===== src/rtl/alarm_pkg.sv =====
// Package: shared register offsets and control-bit indices for the
// seconds countdown alarm. Assumes a 6-bit byte-offset bus.
package alarm_pkg;
    localparam int ADDR_W  = 6;
    localparam int NUM_CTL = 3;

    localparam logic [ADDR_W-1:0] A_LOAD   = 6'h00;
    localparam logic [ADDR_W-1:0] A_REMAIN = 6'h04;
    localparam logic [ADDR_W-1:0] A_RUN    = 6'h08;
    localparam logic [ADDR_W-1:0] A_IRQEN  = 6'h0C;
    localparam logic [ADDR_W-1:0] A_STATUS = 6'h10;
    localparam logic [ADDR_W-1:0] A_WAKE   = 6'h14;

    typedef enum int {
        CTL_RUN  = 0,
        CTL_IRQ  = 1,
        CTL_WAKE = 2
    } ctl_idx_e;

    // Map a control-bit index to its register offset.
    function automatic logic [ADDR_W-1:0] ctl_addr(input int idx);
        case (idx)
            CTL_RUN:  return A_RUN;
            CTL_IRQ:  return A_IRQEN;
            default:  return A_WAKE;
        endcase
    endfunction
endpackage


===== src/rtl/alarm_regs.sv =====
// alarm_regs: register file and read mux of the countdown alarm.
// It holds the load value and the three single-bit controls (run,
// interrupt enable, wake enable). It decodes the load strobe and the
// write-one-to-clear request. Assumes single-cycle writes and a
// combinational read path.
module alarm_regs #(
    parameter int DATA_W = 32
) (
    input  logic                       clk,
    input  logic                       rst_n,
    input  logic                       bus_wr,
    input  logic [alarm_pkg::ADDR_W-1:0] bus_addr,
    input  logic [DATA_W-1:0]          bus_wdata,
    input  logic [DATA_W-1:0]          remaining,
    input  logic                       pending,
    output logic                       load_wr,
    output logic [DATA_W-1:0]          load_val,
    output logic                       run_en,
    output logic                       irq_en,
    output logic                       wake_en,
    output logic                       clr_req,
    output logic [DATA_W-1:0]          bus_rdata
);
    import alarm_pkg::*;

    localparam logic [DATA_W-1:0] ZERO = '0;

    logic [DATA_W-1:0]  load_q;
    logic [NUM_CTL-1:0] ctl_q;

    // Decode the strobes that other blocks act on.
    always_comb begin
        load_wr = bus_wr && (bus_addr == A_LOAD);
        clr_req = bus_wr && (bus_addr == A_STATUS) && bus_wdata[0];
    end

    // Hold the last value written to the load register.
    always_ff @(posedge clk) begin
        if (!rst_n)       load_q <= ZERO;
        else if (load_wr) load_q <= bus_wdata;
    end

    // Update each single-bit control from bit 0 of its own offset.
    always_ff @(posedge clk) begin
        if (!rst_n) begin
            ctl_q <= '0;
        end else begin
            for (int i = 0; i < NUM_CTL; i++) begin
                if (bus_wr && (bus_addr == ctl_addr(i)))
                    ctl_q[i] <= bus_wdata[0];
            end
        end
    end

    assign load_val = bus_wdata;
    assign run_en   = ctl_q[CTL_RUN];
    assign irq_en   = ctl_q[CTL_IRQ];
    assign wake_en  = ctl_q[CTL_WAKE];

    // Select read data. Unmapped offsets read zero.
    always_comb begin
        bus_rdata = ZERO;
        case (bus_addr)
            A_LOAD:   bus_rdata = load_q;
            A_REMAIN: bus_rdata = remaining;
            A_RUN:    bus_rdata = {{(DATA_W-1){1'b0}}, ctl_q[CTL_RUN]};
            A_IRQEN:  bus_rdata = {{(DATA_W-1){1'b0}}, ctl_q[CTL_IRQ]};
            A_STATUS: bus_rdata = {{(DATA_W-1){1'b0}}, pending};
            A_WAKE:   bus_rdata = {{(DATA_W-1){1'b0}}, ctl_q[CTL_WAKE]};
            default:  bus_rdata = ZERO;
        endcase
    end
endmodule


===== src/rtl/alarm_counter.sv =====
// alarm_counter: the seconds down-counter. A load write replaces the
// count and wins over a tick in the same cycle. While run is set, a tick
// lowers a nonzero count by one. The counter stops at zero. It emits a
// one-cycle expire pulse on the step from one to zero. Assumes sec_tick
// is a one-cycle pulse synchronous to clk.
module alarm_counter #(
    parameter int DATA_W = 32
) (
    input  logic              clk,
    input  logic              rst_n,
    input  logic              sec_tick,
    input  logic              run_en,
    input  logic              load_wr,
    input  logic [DATA_W-1:0] load_val,
    output logic [DATA_W-1:0] remaining,
    output logic              expire
);
    localparam logic [DATA_W-1:0] ZERO = '0;
    localparam logic [DATA_W-1:0] ONE  = DATA_W'(1);

    logic [DATA_W-1:0] cnt_q;
    logic              step;

    // Decide whether this cycle counts, and whether it reaches zero.
    always_comb begin
        step   = run_en && sec_tick && (cnt_q != ZERO) && !load_wr;
        expire = step && (cnt_q == ONE);
    end

    // Load, decrement or hold the count.
    always_ff @(posedge clk) begin
        if (!rst_n)       cnt_q <= ZERO;
        else if (load_wr) cnt_q <= load_val;
        else if (step)    cnt_q <= cnt_q - ONE;
    end

    assign remaining = cnt_q;
endmodule


===== src/rtl/alarm_flag.sv =====
// alarm_flag: sticky pending flag with its two output gates. Setting has
// priority over a write-one-to-clear in the same cycle. Assumes expire
// and clr_req are single-cycle strobes.
module alarm_flag (
    input  logic clk,
    input  logic rst_n,
    input  logic expire,
    input  logic clr_req,
    input  logic irq_en,
    input  logic wake_en,
    output logic pending,
    output logic irq,
    output logic wake
);
    logic pend_q;

    // Set on expiry, clear on request. Set wins.
    always_ff @(posedge clk) begin
        if (!rst_n)       pend_q <= 1'b0;
        else if (expire)  pend_q <= 1'b1;
        else if (clr_req) pend_q <= 1'b0;
    end

    // Gate the flag onto the interrupt and wake-up requests.
    always_comb begin
        irq  = pend_q && irq_en;
        wake = pend_q && wake_en;
    end

    assign pending = pend_q;
endmodule


===== src/rtl/alarm_countdown.sv =====
// alarm_countdown: top of the seconds countdown alarm. It ties the
// register file, the down-counter and the pending flag together.
// Assumes a single clock domain, with the seconds tick already
// synchronised to clk.
module alarm_countdown #(
    parameter int DATA_W = 32
) (
    input  logic                         clk,
    input  logic                         rst_n,
    input  logic                         sec_tick,
    input  logic                         bus_wr,
    input  logic [alarm_pkg::ADDR_W-1:0] bus_addr,
    input  logic [DATA_W-1:0]            bus_wdata,
    output logic [DATA_W-1:0]            bus_rdata,
    output logic                         irq,
    output logic                         wake
);
    logic [DATA_W-1:0] remaining;
    logic [DATA_W-1:0] load_val;
    logic              pending;
    logic              load_wr;
    logic              run_en;
    logic              irq_en;
    logic              wake_en;
    logic              clr_req;
    logic              expire;

    alarm_regs #(.DATA_W(DATA_W)) u_regs (
        .clk       (clk),
        .rst_n     (rst_n),
        .bus_wr    (bus_wr),
        .bus_addr  (bus_addr),
        .bus_wdata (bus_wdata),
        .remaining (remaining),
        .pending   (pending),
        .load_wr   (load_wr),
        .load_val  (load_val),
        .run_en    (run_en),
        .irq_en    (irq_en),
        .wake_en   (wake_en),
        .clr_req   (clr_req),
        .bus_rdata (bus_rdata)
    );

    alarm_counter #(.DATA_W(DATA_W)) u_cnt (
        .clk       (clk),
        .rst_n     (rst_n),
        .sec_tick  (sec_tick),
        .run_en    (run_en),
        .load_wr   (load_wr),
        .load_val  (load_val),
        .remaining (remaining),
        .expire    (expire)
    );

    alarm_flag u_flag (
        .clk     (clk),
        .rst_n   (rst_n),
        .expire  (expire),
        .clr_req (clr_req),
        .irq_en  (irq_en),
        .wake_en (wake_en),
        .pending (pending),
        .irq     (irq),
        .wake    (wake)
    );
endmodule


===== config.mk =====
export PLATFORM = sky130hd
export DESIGN_NAME = alarm_countdown
export DESIGN_NICKNAME = d
export VERILOG_FILES = /design/src/rtl/alarm_pkg.sv /design/src/rtl/alarm_regs.sv /design/src/rtl/alarm_counter.sv /design/src/rtl/alarm_flag.sv /design/src/rtl/alarm_countdown.sv
export SDC_FILE = /design/constraint.sdc
export NUM_CORES = 1
export LEC_CHECK = 0
export BUFFER_PORTS_ARGS = -buffer_cell sky130_fd_sc_hd__buf_2
export CORE_MARGIN = 2
export CORE_UTILIZATION = 50
export CTS_BUF_LIST = sky130_fd_sc_hd__clkbuf_2 sky130_fd_sc_hd__clkbuf_4 sky130_fd_sc_hd__clkbuf_8
export CTS_CLUSTER_DIAMETER = 50
export DETAILED_ROUTE_END_ITERATION = 12
export PLACE_DENSITY = 0.79
export SLEW_MARGIN = 20
export SYNTH_ARGS = -nofsm -noshare
export SYNTH_HDL_FRONTEND = slang
export SYNTH_SLANG_ARGS = --single-unit

===== constraint.sdc =====
create_clock -name clk -period 4.2 [get_ports clk]
set_input_delay 0.84 -clock clk [delete_from_list [all_inputs] [get_ports clk]]
set_output_delay 0.84 -clock clk [all_outputs]
set_load 0.005 [all_outputs]

# After elaboration in Yosys (flattened, before gate mapping)
# Index checks and enable logic that the tools add are counted.
dict set report classes {
  div 0
  order_cmp 0
  n_bitwise 0
  n_mul 0
  n_shift 0
  add_sub_neg 1
  n_reduce_logical 17
  n_eq_ne 9
  mux 8
}
# cell n
set op_table {}
lappend op_table {{32-bit case mux with 6 select lines} 1}
lappend op_table {{32-bit two-way mux} 2}
lappend op_table {{32-bit by 1-bit == test with 1-bit output, second input constant} 1}
lappend op_table {{32-bit nonzero test} 1}
lappend op_table {{32-bit by 1-bit subtractor with 32-bit output, second input constant} 1}
lappend op_table {{6-bit == test} 3}
lappend op_table {{6-bit two-way mux} 3}
lappend op_table {{6-bit by 4-bit == test with 1-bit output, second input constant} 2}
lappend op_table {{6-bit by 5-bit == test with 1-bit output, second input constant} 2}
lappend op_table {{1-bit logical AND} 12}
lappend op_table {{6-bit by 3-bit == test with 1-bit output, second input constant} 1}
lappend op_table {{6-bit zero test} 1}
lappend op_table {{2-bit nonzero test} 2}
lappend op_table {{1-bit two-way mux} 2}
lappend op_table {{1-bit zero test} 1}
dict set report word_totals {
  reg_bits 68
  ramBits 0
  rom_bits 0
  latch_bits 0
  out_inout_bits 34
  mem_count 0
}

# Logic depth before layout (Yosys ltp)
dict set report depth {
  word_depth 6
  mapped_depth 8
  depth_no_buf 7
}

# Hierarchy
# Synthesis repeated with hierarchy kept, for this count alone.
dict set report hier_totals {
  cells_unflattened 513
  area_unflattened_um2 4280.4
}
# mod n_inst cells_each area_per_inst_um2
set modules_own_cells {}
lappend modules_own_cells {alarm_regs 1 265 2250.9}
lappend modules_own_cells {alarm_counter 1 243 1980.6}
lappend modules_own_cells {alarm_flag 1 5 48.8}

# Worst setup path after synthesis
# No wires, ideal clock.
dict set report synth_path {
  path_kind {input to output}
  startpoint {input bus_addr[2] (netlist name)}
  endpoint {output bus_rdata[10]}
  arrival_ns 1.892
  required_time_ns 3.360
  cell_stages 4
  path_buffers 2
  slack_ns 1.468
  cell_sequence {clkbuf_1 -> clkbuf_1 -> mux2i_1 -> nor2_1}
}
dict set report synth_via {
  elab_chain_len 2
  word_cells_on_any_way 7
  classes_between {eq/ne (5); mux (1); reduce/logical (1)}
}
# item line
set synth_rtl {}
lappend synth_rtl {{start: declaration} alarm_countdown.sv:12} ;# input logic [alarm_pkg::ADDR_W-1:0] bus_addr,
lappend synth_rtl {{6-bit by 5-bit == test with 1-bit output (tied with other cells)} alarm_regs.sv:63} ;# case (bus_addr)
lappend synth_rtl {{32-bit case mux with 6 select lines (*)} alarm_regs.sv:63}
lappend synth_rtl {{end: declaration} alarm_countdown.sv:14} ;# output logic [DATA_W-1:0] bus_rdata,
# Every way passes the cells marked *; elsewhere a longest branch is shown, timed or not.

# Final worst setup path
dict set report layout_path {
  startpoint {input bus_addr[1] (netlist name)}
  endpoint {output bus_rdata[0]}
}
# Same word-level chain as after synthesis.

==> results_dict.tcl <==
set metrics [dict create \
    crit_path_top_delay_cell "nor4_1" \
    vias 3686 \
    synth_seq_cells 68 \
    p_clk_share_pct 39.3 \
    critical_path.startpoint "bus_addr[1]" \
    totalWireLength_um 9400 \
    ir_drop_v 0.000229 \
    antenna_found_initial 0 \
    critPathMaxStageDelay_ns 0.57 \
    core_um2 7210 \
    synthXorXnorAreaFrac_pct 1.41 \
    drc 0 \
    cp_common_cell "buf_2" \
    fin_nets 580 \
    max-cap-violations 0 \
    first_global_vias 3355 \
    synth_area_um2 3720 \
    cts_setup_buffers 0 \
    yosysTopAreaCell "dfxtp_1" \
    hp-class "reg2reg" \
    drtAntennaViolNets 0 \
    synth_fa_ha_area_share_pct 0.673 \
    ys_seq_area_share_pct 36.6 \
    grtUsageTotal_pct 22.7 \
    timing.final.ws_setup_ns 1.02 \
    dieArea_um2 8140 \
    crit_family "simple AND/OR/NAND/NOR gates" \
    crit_arrival_ns 2.34 \
    net-switching-power_mw 0.302 \
    drive_above_1_share_pct 21.4 \
    fin_tns_setup_ns 0 \
    insertion_delay_ns 0.34 \
    worstPathCellList "buf_2, nor4_1, nand2b_1, buf_4, inv_1, a22oi_1, o21ai_0, buf_2" \
    io_pins 76 \
    globalplace.congestion 0.816 \
    worstMarginPinSlew_ns 0.973 \
    period_needed_ns 3.18 \
    clk_pin_slew_ns 0.07 \
    hold_viol_final 0 \
    outcome "complete, no violations" \
    grt_pass1_wl_um 15600 \
    final.fill_count 690 \
    synth_top_area_share_pct 36.6 \
    swShare_pct 24.2 \
    synth_compound_area_share_pct 20.2 \
    relSlewSlack_pct 35.0 \
    numCtsBuffers 9 \
    p_int_mw 0.944 \
    place_ws_ns 1.09 \
    diodes 0 \
    fin_skew_ns 0.00717 \
    cts.sinks 68 \
    holdWs_ns 0.453 \
    initialDrtViolationCount 212 \
    clockBufferDepth 2 \
    start_util_pct 51.5 \
    synth_warnings 0 \
    grt_start_max_net_pins 42 \
    p_leak_nw 1.72 \
    io_buffers 75 \
    synth.area.top_cells "dfxtp_1 37%, mux2i_1 8.9%, nand2_1 7.8%" \
    synth-simple-area-share_pct 27.5 \
    synthFlopType "dfxtp_1" \
    multi_input_area_um2 2190 \
    cts-htree-levels 3 \
    cp-start-kind "primary input" \
    rows 31 \
    die_height_um 90.2 \
    cts_tree "built" \
    max_clock_freq_mhz 315 \
    crit_path_max_fanout 18 \
    slew_violations 0 \
    syn_inst 476 \
    rsz0062_at_grt "false" \
    wl_per_cell_um 14.7 \
    grt.overflow.total 0 \
    cp.buffers_inverters 4 \
    synthesis.nets 520 \
    cts-root-buf "clkbuf_8" \
    dp.final_hpwl_um 6430 \
    r2r-start "u_cnt.remaining[8]$_SDFFE_PN0P_" \
    end_kind "primary output" \
    dr.pass1.iters 5 \
    hold_buffers 0 \
    synth_edf_count 0 \
    die_w_um 90.2 \
    timing.final.crit_share_pct 75.7 \
    yosys-mux-area-fraction_pct 9.19 \
    synthDistinctLibCells 54 \
    vias_per_cell 5.76 \
    cts.repair.resized 0 \
    power_frac_seq_pct 52.4 \
    p_comb_share_pct 8.3 \
    hold_start "u_regs.load_q[23]$_SDFFE_PN0P_" \
    synthArstFlopShare_pct 0 \
    worstPathRequired_ns 3.36 \
    regArea_um2 1360 \
    path_class "in2out" \
    avgSynthCellArea_um2 7.81 \
    area_delta_synth_final_pct 16.2 \
    powerDensity_nw_per_um2 289 \
    synth_top_family_by_area "simple AND/OR/NAND/NOR gates" \
    setup_viol 0 \
]
==> sequential cells by signal, summed over array words and instances, names as in the netlist <==
register         flops
u_cnt.remaining     32
u_regs.load_q       32
u_regs.ctl_q         3
u_flag.pending       1
==> synth_stat cells, drive strengths merged (3+ instances only) <==
cell / count
nand4: 8
nor2: 44
nand3: 9
nor3b: 4
o31ai: 11
buf: 8
a21oi: 39
a211oi: 4
nand2: 77
nor4: 11
nor3: 4
clkbuf: 27
nand2b: 3
o21ai: 38
o31a: 3
or3: 14
dfxtp: 68
or4: 12
xor2: 4
a31oi: 19
mux2i: 33
and2: 5
inv: 5
==> worst register-to-register path: cells and delay by family, from the launching register on <==
family	cells	cell delay [ns]
AOI/OAI and AO/OA	3	1.14
DFF	1	0.40
and+or+nand+nor	2	1.07
==> cells in the final DEF, fill, tap and decap left out, drive strengths merged, types with 2 or more instances in the layout <==
master  instances
a21oi          39
or4            12
mux2i          33
nand3           9
nor4           11
o31ai          11
xor2            4
a211oi          4
inv             5
nor2           44
a31oi          19
nand2          77
and2            5
dfxtp          68
nand2b          3
xnor2           2
and4            2
clkinv          2
clkbuf         14
a21boi          2
nor3b           4
ha              2
o31a            3
nand4           8
and3            2
nor3            4
or3            14
o21ai          38
buf            84
o41ai           2
==> path summary, 6_finish.rpt <==
path,end,slack (ns),cells past startpoint
setup / recovery,bus_rdata[0],1.02,8
hold / removal,u_regs.load_q[23]$_SDFFE_PN0P_,0.45,2
setup reg to reg,u_cnt.remaining[15]$_SDFFE_PN0P_,1.52,5
hold reg to reg,u_regs.load_q[23]$_SDFFE_PN0P_,0.45,2
==> metrics by stage <==
step	cell area (µm²)	util, %	cells	power, mW
floorplan	3720	-	476	0.728
global placement	4140	57.4	624	0.767
detailed placement	4140	57.4	624	0.769
CTS	4320	59.8	640	1.25
global route	4320	59.8	640	1.29
finish	4320	59.8	640	1.25
==> metal layers <==
layer | vias up | global-route usage, % | share of wire, %
met4 | 0 | 10.5 | 1.5
met2 | 139 | 34.3 | 46
met3 | 14 | 4.78 | 6.4
li1 | 1845 | - | -
met1 | 1688 | 31.1 | 46
met5 | - | 0 | 0
==> power by group through the flow <==
stage / clock (mW) / combinational, mW / sequential, mW
6_report: 0.489 / 0.103 / 0.653
5_1_grt: 0.524 / 0.114 / 0.653
4_1_cts: 0.499 / 0.102 / 0.653
3_5_place_dp: 0 / 0.102 / 0.667
3_3_place_gp: 0 / 0.0998 / 0.667
2_1_floorplan: 0 / 0.0626 / 0.666
==> kinds of logic after synthesis <==
family                   after synthesis
AND/OR/NAND/NOR                      201
AO/OA/AOI/OAI                        125
flip-flops                            68
buffers and inverters                 40
multiplexers                          34
XOR/XNOR                               6
adder cells (fa/ha/maj)                2
==> layout make-up <==
| cell class | count | share of cell area (%) |
|---|---|---|
| timing repair buffer | 84 | 10.3 |
| clock buffer | 14 | 3.88 |
| inverter | 5 | 0.435 |
| clock inverter | 2 | 0.232 |
| multi-input combinational | 368 | 50.8 |
| tap | 99 | 2.87 |
| sequential | 68 | 31.5 |
No activity file was read; power rests on OpenSTA's default activity.
